## config.mk

```make
export PLATFORM = sky130hd
export DESIGN_NAME = crc_insn_unit
export DESIGN_NICKNAME = d
export VERILOG_FILES = /design/src/rtl/crcu_pkg.sv /design/src/rtl/crcu_decode.sv /design/src/rtl/crcu_fold.sv /design/src/rtl/crc_insn_unit.sv
export SDC_FILE = /design/constraint.sdc
export NUM_CORES = 1
export LEC_CHECK = 0
export ABC_AREA = 1
export BUFFER_PORTS_ARGS = -buffer_cell sky130_fd_sc_hd__buf_2
export CAP_MARGIN = 5
export CORE_ASPECT_RATIO = 0.7
export CORE_MARGIN = 2
export CORE_UTILIZATION = 40
export DETAILED_ROUTE_END_ITERATION = 12
export HOLD_SLACK_MARGIN = 0.15
export PLACE_DENSITY = 0.59
export SYNTH_ARGS = -nofsm -noshare
export SYNTH_HDL_FRONTEND = slang
export SYNTH_HIERARCHICAL = 1
export SYNTH_SLANG_ARGS = --single-unit
```

## constraint.sdc

```tcl
create_clock -name clk -period 14.3 [get_ports clk]
set_input_delay 2.86 -clock clk [delete_from_list [all_inputs] [get_ports clk]]
set_output_delay 2.86 -clock clk [all_outputs]
set_load 0.02 [all_outputs]
```

## src/rtl/crcu_pkg.sv

```systemverilog
package crcu_pkg;

    localparam int CRC_W = 32;
    localparam int REG_W = 5;

    // Bit-reversed generator polynomials for LSB-first arithmetic
    localparam logic [CRC_W-1:0] RPOLY_STD = 32'hEDB88320;
    localparam logic [CRC_W-1:0] RPOLY_CAS = 32'h82F63B78;

    typedef enum logic [1:0] {
        SZ_BYTE = 2'd0,
        SZ_HALF = 2'd1,
        SZ_WORD = 2'd2,
        SZ_DBL  = 2'd3
    } sz_e;

    typedef struct packed {
        logic             undef;
        logic             cas;
        sz_e              size;
        logic [REG_W-1:0] rd;
        logic [REG_W-1:0] rn;
        logic [REG_W-1:0] rm;
    } dec_t;

    // One byte through the reflected shift register
    function automatic logic [CRC_W-1:0] fold_byte(input logic [CRC_W-1:0] c,
                                                   input logic [7:0]       b,
                                                   input logic [CRC_W-1:0] rp);
        logic [CRC_W-1:0] r;
        r = c ^ {{(CRC_W-8){1'b0}}, b};
        for (int i = 0; i < 8; i++) begin
            r = r[0] ? ((r >> 1) ^ rp) : (r >> 1);
        end
        return r;
    endfunction

endpackage

```

## src/rtl/crcu_decode.sv

```systemverilog
module crcu_decode
    import crcu_pkg::*;
(
    input  logic        wide_state,
    input  logic [31:0] insn,
    output dec_t        dec
);

    localparam logic [2:0] WIDE_GROUP = 3'b010;

    logic [5:0] sub_op;
    logic [2:0] narrow_sel;

    assign sub_op     = insn[15:10];
    assign narrow_sel = {insn[9], insn[22:21]};

    always_comb begin
        dec = '0;
        if (!wide_state) begin
            dec.rm    = {1'b0, insn[3:0]};
            dec.rd    = {1'b0, insn[15:12]};
            dec.rn    = {1'b0, insn[19:16]};
            dec.cas   = narrow_sel[2];
            dec.size  = sz_e'(narrow_sel[1:0]);
            // doubleword forms do not exist in the narrow state
            dec.undef = (narrow_sel[1:0] == SZ_DBL);
        end else begin
            dec.rd    = insn[4:0];
            dec.rn    = insn[9:5];
            dec.rm    = insn[20:16];
            dec.cas   = sub_op[2];
            dec.size  = sz_e'(sub_op[1:0]);
            dec.undef = (sub_op[5:3] != WIDE_GROUP);
        end
    end

endmodule

```

## src/rtl/crcu_fold.sv

```systemverilog
module crcu_fold
    import crcu_pkg::*;
#(
    parameter int DATA_BYTES = 8
) (
    input  logic [CRC_W-1:0]        acc,
    input  logic [DATA_BYTES*8-1:0] data,
    input  logic                    cas,
    input  sz_e                     size,
    output logic [CRC_W-1:0]        crc
);

    localparam int HALF_BYTES = DATA_BYTES / 4;
    localparam int WORD_BYTES = DATA_BYTES / 2;

    logic [CRC_W-1:0] rpoly;
    logic [CRC_W-1:0] chain [0:DATA_BYTES];

    assign rpoly    = cas ? RPOLY_CAS : RPOLY_STD;
    assign chain[0] = acc;

    for (genvar g = 0; g < DATA_BYTES; g++) begin : g_stage
        assign chain[g+1] = fold_byte(chain[g], data[g*8 +: 8], rpoly);
    end

    always_comb begin
        unique case (size)
            SZ_BYTE: crc = chain[1];
            SZ_HALF: crc = chain[HALF_BYTES];
            SZ_WORD: crc = chain[WORD_BYTES];
            default: crc = chain[DATA_BYTES];
        endcase
    end

endmodule

```

## src/rtl/crc_insn_unit.sv

```systemverilog
module crc_insn_unit
    import crcu_pkg::*;
(
    input  logic             clk,
    input  logic             rst_n,
    input  logic             in_valid,
    output logic             in_ready,
    input  logic             in_wide_state,
    input  logic [31:0]      in_insn,
    input  logic [63:0]      in_acc,
    input  logic [63:0]      in_data,
    output logic             out_valid,
    input  logic             out_ready,
    output logic [CRC_W-1:0] out_crc,
    output logic             out_undef,
    output logic [REG_W-1:0] out_rd,
    output logic [REG_W-1:0] out_rn,
    output logic [REG_W-1:0] out_rm
);

    localparam int DATA_BYTES = 8;

    typedef struct packed {
        logic             valid;
        logic [CRC_W-1:0] crc;
        logic             undef;
        logic [REG_W-1:0] rd;
        logic [REG_W-1:0] rn;
        logic [REG_W-1:0] rm;
    } hold_t;

    hold_t            s_d, s_q;
    dec_t             dec;
    logic [CRC_W-1:0] fold_crc;
    logic             unused_acc_hi;

    assign unused_acc_hi = ^in_acc[63:CRC_W];

    crcu_decode u_decode (
        .wide_state (in_wide_state),
        .insn       (in_insn),
        .dec        (dec)
    );

    crcu_fold #(.DATA_BYTES(DATA_BYTES)) u_fold (
        .acc  (in_acc[CRC_W-1:0]),
        .data (in_data),
        .cas  (dec.cas),
        .size (dec.size),
        .crc  (fold_crc)
    );

    assign in_ready = !s_q.valid || out_ready;

    always_comb begin
        s_d = s_q;
        if (s_q.valid && out_ready) begin
            s_d.valid = 1'b0;
        end
        if (in_valid && in_ready) begin
            s_d.valid = 1'b1;
            s_d.undef = dec.undef;
            s_d.crc   = dec.undef ? '0 : fold_crc;
            s_d.rd    = dec.rd;
            s_d.rn    = dec.rn;
            s_d.rm    = dec.rm;
        end
    end

    always_ff @(posedge clk) begin
        if (!rst_n) begin
            s_q <= '0;
        end else begin
            s_q <= s_d;
        end
    end

    assign out_valid = s_q.valid;
    assign out_crc   = s_q.crc;
    assign out_undef = s_q.undef;
    assign out_rd    = s_q.rd;
    assign out_rn    = s_q.rn;
    assign out_rm    = s_q.rm;

endmodule

```

After elaboration in Yosys (flattened, before gate mapping)
Index checks and enable logic that the tools add are counted.
- register bits after elaboration: 49
- input port bits: 165
- output and inout port bits: 50
- word-level logic and storage cells: 158
- eq/ne operators: 4
- mux-type cells: 70
- bitwise gates (word level): 72
- reduce and logical (&&, ||, !) cells: 6
- operators by type and width (cell ; number):
    $mux 32 ; 65
    $xor 31x32->32 ; 64
    $xor 32x8->32 ; 8
    $pmux 32 s3 ; 1
    $mux 49 ; 1
    $mux 31 ; 1
    $mux 19 ; 1
    $eq 2x2->1 const B ; 2
    $ne 3x2->1 const B ; 1
    $eq 2x1->1 const B ; 1
    $logic_and 1x1->1 ; 2
    $logic_not 2->1 ; 1
    $reduce_bool 2->1 ; 1
    $logic_not 1->1 ; 1
    $logic_or 1x1->1 ; 1
    $mux 1 ; 1

Logic depth before layout (Yosys ltp)
Gate-level depths: netlist of run 1.
- word-level depth: 141
- gate-level depth with buffers: 106
- mapped depth without buffers: 102

Hierarchy
The synthesis of run 1 kept the hierarchy.
- by module, submodules not included (module ; times used ; cells each ; area each (um2) ; seq. area each (um2)):
    crcu_fold ; 1 ; 4054 ; 21446.8 ; 0.0
    crc_insn_unit ; 1 ; 321 ; 2109.5 ; 980.9
    crcu_decode ; 1 ; 57 ; 239.0 ; 0.0

Worst setup path before layout of run 1
No wires, ideal clock.
- path type: input -> register
- start: input port in_insn[12]
- end: register s_q (netlist bit out_crc[20])
- library setup time: 0.113 ns
- data arrival time: 10.725 ns
- data required time: 14.187 ns
- slack: 3.462 ns
- stages: 87
- path buffers: 8
- path through: inv_1 -> o21ai_0 -> buf_6 -> buf_4 -> nand3_1 -> nand2_1 -> nand2_1 -> nand3_1 -> nand2_2 -> nand2_2 -> nand2_4 -> nand2_2 -> nand4_1 -> nand2_4 -> inv_2 -> nand2_4 -> nand2_8 -> nor2_4 -> (+51 left out) -> nand2_2 -> nand2_4 -> nand2_2 -> nand2_4 -> nand2_4 -> buf_8 -> nand2_1 -> nand2_1 -> nand2_1 -> nand2_1 -> nand3_1 -> nand2_1 -> nand2_1 -> nand2_1 -> nand2_1 -> nand3_1 -> nand2_1 -> nor2_1
- RTL lines (item ; line ; RTL):
    start, declared ; crc_insn_unit.sv:9 ; input logic [31:0] in_insn,
    end signal, assigned ; crc_insn_unit.sv:72 ; s_q <= '0;
    end signal, assigned ; crc_insn_unit.sv:74 ; s_q <= s_d;
    end, declared ; crc_insn_unit.sv:32 ; hold_t s_d, s_q;

==> results_dict.tcl, run 1 <==
set metrics [dict create \
    status "finished, final reports clean" \
    place_congestion 1.037 \
    area_growth_pct 22.25 \
    worst-path-max-fanout 18 \
    worst-path-buf-inv 8 \
    hold_viol_final 0 \
    async_flop_share 0 \
    synth_area_leader_cell "nand2_1" \
    cpMaxStageDelayCell "nand3_1" \
    critPathMaxStageDelay_ns 0.27 \
    wl_per_cell_um 18.15 \
    dp_slack_ns 0.4994 \
    synth_edf_count 0 \
    place_inst 5822 \
    netlist_area_um2 23800 \
    skew_ns 0.004430 \
    synthFlopType "dfxtp_1" \
    period_share 0.9450 \
    synth.distinct_cells 56 \
    nNetsFinal 5200 \
    clockBufferDepth 2 \
    worstPathArrival_ns 13.75 \
    multi_input_area_um2 20230 \
    grt_pass1_wl_um 157800 \
    die_h_um 208.1 \
    htreeDepth 2 \
    syn_inst 4432 \
    synth_area_per_cell_um2 5.369 \
    place_hpwl_um 89990 \
    die-area_um2 61490 \
    worst_slack_ns 0.7871 \
    clk_transition_reported_paths_ns 0.07 \
    ys_warn_count 6 \
    grt_pass1_vias 26530 \
    grt_overflow 0 \
    ys_ff_latch 49 \
    layout.cells.non_filler 5837 \
    path_common_cell "nand2_1" \
    die_w_um 295.5 \
    crit_family "simple AND/OR/NAND/NOR gates" \
    critical_path_class "in2reg" \
    setup_viol 0 \
    cap_violations 0 \
    cp-start-kind "primary input" \
    fillers 6376 \
    drc_errors 0 \
    rows 74 \
    seqCellArea_um2 980.9 \
    drt_wl_total_um 106000 \
    core-area_um2 58610 \
    synth_nets 4597 \
    worstMarginPinSlew_ns 0.9702 \
    yosysTopAreaCellShare 0.2887 \
    drive_gt1_frac 0.2615 \
    critPathCaptureType "flop" \
    fin_util 0.4963 \
    cp.required_ns 14.53 \
    drt_iter0_markers 3914 \
    relSlewSlack 0.3532 \
    antenna_found_initial 4 \
    track_usage 0.3334 \
    num_vias 30490 \
    yosys-top-cells-area "nand2_1 29%, nand3_1 14%, xor2_1 10%" \
    clock_sinks 49 \
    slew_violations 0 \
    io_pins 215 \
    dr.pass1.iters 8 \
    hp-class "reg2reg" \
    fmax_mhz 74.00 \
    ys_seq_area_frac 0.04122 \
    cts_made_buffers 5 \
    via_per_inst 5.224 \
    numPortBuffers 173 \
    drt.antenna.violating_nets 0 \
    start_util 0.4060 \
    insertion_delay_ns 0.29 \
    cts_tree "done" \
    hold_buffers 0 \
    clock_tree.root_cell "clkbuf_16" \
    grt_max_degree 121 \
    finalCriticalPeriod_ns 13.51 \
]
## metal layers
| layer | global-route usage | vias up | share of wire |
|---|---|---|---|
| met2 | 0.4408 | 1435 | 0.37 |
| li1 | - | 15230 | - |
| met5 | 0 | - | 0.000066 |
| met4 | 0.04499 | 2 | 0.013 |
| met1 | 0.5171 | 13760 | 0.48 |
| met3 | 0.1099 | 66 | 0.14 |
## logic make-up (layout without fill, tap and decap cells)
family                 after synthesis  after routing  share of synthesized area
AND/OR/NAND/NOR                   3250           3250                     0.6584
buffers and inverters              563           1167                     0.1127
XOR/XNOR                           378            378                     0.1399
AO/OA/AOI/OAI                      191            191                    0.04738
flip-flops                          49             49                    0.04122
multiplexers                         1              1                  0.0004207
other                                0              3                          0
## final timing paths
| check | start | endpoint | slack (ns) | cells past startpoint |
|---|---|---|---|---|
| worst max-delay path | in_wide_state | out_crc[11]$_SDFFE_PN0P_ | 0.79 | 84 |
| worst min-delay path | out_rd[0]$_SDFFE_PN0P_ | out_rd[0]$_SDFFE_PN0P_ | 0.46 | 2 |
| worst max register to register | out_valid$_SDFFE_PN0P_ | out_crc[0]$_SDFFE_PN0P_ | 12.69 | 4 |
| worst min register to register | out_rd[0]$_SDFFE_PN0P_ | out_rd[0]$_SDFFE_PN0P_ | 0.46 | 2 |
## through the flow
stage | hold WS (ns) | TNS [ns] | cell area, um2
floorplan | 0.5535 | 0 | 23800
global placement | 0.4486 | 0 | 28780
detailed placement | 0.4571 | 0 | 28780
CTS | 0.4751 | 0 | 28960
global route | 0.4958 | -0.07339 | 29090
finish | 0.4650 | 0 | 29090
## synth_stat cells, drive strengths merged, types with 7 or more instances
master and instances:
a21oi 33, a221oi 8, buf 79, clkbuf 21, clkinv 8, dfxtp 49, inv 453, nand2 2156
nand3 781, nand3b 25, nand4 39, nor2 214, o211ai 13, o21ai 95, o221ai 7, o22ai 15
or2 30, xnor2 101, xor2 277
## cells in the final DEF (no fill, tap or decap), types with 24 or more instances in the layout
master	count
a21oi_1	32
dfxtp_1	49
buf_2	173
nor2_1	185
o21ai_0	80
nand2_1	1820
nand3_2	92
nand2_2	249
nand3_1	662
nand3b_1	24
nand2_4	85
nand4_1	36
xnor2_1	99
buf_4	515
inv_1	360
xor2_1	275
inv_2	84
nand3_4	27
## what timing repair did
item,CTS,global route
hold endpoints to repair,0,0
endpoints found under the setup margin,0,31
resized for setup,0,23
setup buffers,0,4
## registers in the layout (all words and copies together) (netlist names)
register / flops
out_valid: 1
out_rn: 5
out_crc: 32
out_undef: 1
out_rm: 5
out_rd: 5
## tightest hold or removal path, delay by kind of cell, from the launching register on
family,cells,cell delay (ns)
flip-flops,1,0.32
AND/OR/NAND/NOR,2,0.11
## final cells by class
cell class,count,share of cell area
well taps,798,0.03432
repair buffers,698,0.1695
clock inverters,2,0.001290
diodes,3,0.0002581
inverters,461,0.06052
multi-input cells,3820,0.6956
clock buffers,6,0.004774
flip-flops and latches,49,0.03372
Power of run 1 is left out: the tool's default activity adds up to more than one toggle a clock period on the data nets, which glitch-free logic cannot reach.
==> run 2, diff against run 1 <==
--- a/config.mk
+++ b/config.mk
@@ -11,6 +11,7 @@
 export CORE_ASPECT_RATIO = 0.7
 export CORE_MARGIN = 2
 export CORE_UTILIZATION = 40
+export CTS_BUF_LIST = sky130_fd_sc_hd__clkbuf_4
 export DETAILED_ROUTE_END_ITERATION = 12
 export HOLD_SLACK_MARGIN = 0.15
 export PLACE_DENSITY = 0.59
==> results_dict.tcl, run 2 (synthesis gave the netlist of run 1 again) <==
set metrics [dict create \
    drc_errors 0 \
    grt_overflow 0 \
    hp-class "reg2reg" \
    worst-path-max-fanout 18 \
    track_usage 0.3332 \
    grt_max_degree 121 \
    nNetsFinal 5200 \
    grt_pass1_wl_um 157800 \
    slew_violations 0 \
    io_pins 215 \
    cp.required_ns 14.62 \
    worst_r2r_endpoint "out_crc[1]$_SDFFE_PN0P_" \
    die-area_um2 61490 \
    rsz0062_at_grt "no" \
    die_h_um 208.1 \
    clockBufferDepth 2 \
    antenna_found_initial 4 \
    critical_path_class "in2reg" \
    r2r_setup_slack_ns 12.67 \
    place_congestion 1.037 \
    die_w_um 295.5 \
    grt_pass1_vias 26540 \
    critPathCaptureType "flop" \
    clk_transition_reported_paths_ns 0.15 \
    period_share 0.9429 \
    clock_sinks 49 \
    fmax_mhz 74.17 \
    worstSetupStartpoint "in_wide_state" \
    cpMaxStageDelayCell "xnor2_1" \
    cts_made_buffers 5 \
    drt.antenna.violating_nets 0 \
    via_per_inst 5.222 \
    status "finished, final reports clean" \
    critPathCapture "out_crc[19]$_SDFFE_PN0P_" \
    path_common_cell "nand2_1" \
    place_hpwl_um 89990 \
    reg2reg_depth 4 \
    drt_wl_total_um 105900 \
    largest_register_ffs 32 \
    holdCritStartpoint "out_rd[0]$_SDFFE_PN0P_" \
    drive_gt1_frac 0.2605 \
    start_util 0.4060 \
    finalCriticalPeriod_ns 13.48 \
    worstMarginPinSlew_ns 0.9624 \
    area_growth_pct 21.76 \
    setup_tns_ns 0 \
    htreeDepth 2 \
    most-common-layout-cells "1822 x nand2_1, 662 x nand3_1, 515 x buf_4" \
    layout_commonest_cell "nand2_1" \
    rows 74 \
    worstPathArrival_ns 13.80 \
    drt_iter0_markers 3767 \
    cp-start-kind "primary input" \
    clock_tree.root_cell "clkbuf_4" \
    r2r_start "out_valid$_SDFFE_PN0P_" \
    skew_ns 0.01468 \
    hold_viol_final 0 \
    insertion_delay_ns 0.38 \
    dr.pass1.iters 6 \
    hold_buffers 0 \
    cts_tree "done" \
    setup_viol 0 \
    numPortBuffers 173 \
    critPathMaxStageDelay_ns 0.47 \
    fillers 6393 \
    num_vias 30480 \
    wl_per_cell_um 18.14 \
    core-area_um2 58610 \
    relSlewSlack 0.3584 \
    cap_violations 0 \
]
## run 2: through the flow
stage               hold slack (ns)  std cells  setup WS [ns]  utilization  instance area, um2
floorplan                    0.5535       4432          3.462            -               23800
CTS                          0.4931       5830         0.8392       0.4925               28860
finish                       0.4831       5837         0.8166       0.4943               28970
detailed placement           0.4571       5822         0.4994       0.4911               28780
global placement             0.4486       5822         0.6688       0.4911               28780
global route                 0.5144       5835        0.01582       0.4943               28970
## run 2: timing repair
item | CTS | global route
gates resized for setup | 0 | 19
setup buffers | 0 | 4
setup endpoints to repair | 0 | 30
## run 2: worst min path at each step
stage / endpoint / slack [ns] / cells after the start
6_report: out_rd[0]$_SDFFE_PN0P_ / 0.48 / 2
5_1_grt: out_rn[3]$_SDFFE_PN0P_ / 0.51 / 2
3_3_place_gp: out_rd[0]$_SDFFE_PN0P_ / 0.45 / 2
3_5_place_dp: out_rd[0]$_SDFFE_PN0P_ / 0.46 / 2
2_1_floorplan: out_rd[4]$_SDFFE_PN0P_ / 0.55 / 2
4_1_cts: out_rd[0]$_SDFFE_PN0P_ / 0.49 / 2
## run 2: layout make-up
class / instances / area, um2 / share of cell area
tap: 798 / 998.5 / 0.03446
inverter: 461 / 1760 / 0.06076
antenna: 3 / 7.507 / 0.0002591
clock inverter: 3 / 41.29 / 0.001425
timing repair buffer: 698 / 4932 / 0.1702
sequential: 49 / 980.9 / 0.03386
clock buffer: 5 / 37.54 / 0.001296
multi-input combinational: 3820 / 20210 / 0.6977
## run 2: critical path: cells and delay by family
kind                   cells  cell delay (ns)
XOR/XNOR                   1             0.47
AND/OR/NAND/NOR           75             8.68
buffers and inverters     12             1.63
AO/OA/AOI/OAI              1             0.12
## run 2: per-layer routing
metal | global-route usage | up-vias | part of all wire
li1 | - | 15240 | -
met2 | 0.4407 | 1466 | 0.37
met3 | 0.1099 | 79 | 0.14
met5 | 0 | - | 0.000066
met1 | 0.5173 | 13690 | 0.47
met4 | 0.04341 | 2 | 0.013
Power of run 2 is left out for the same reason.
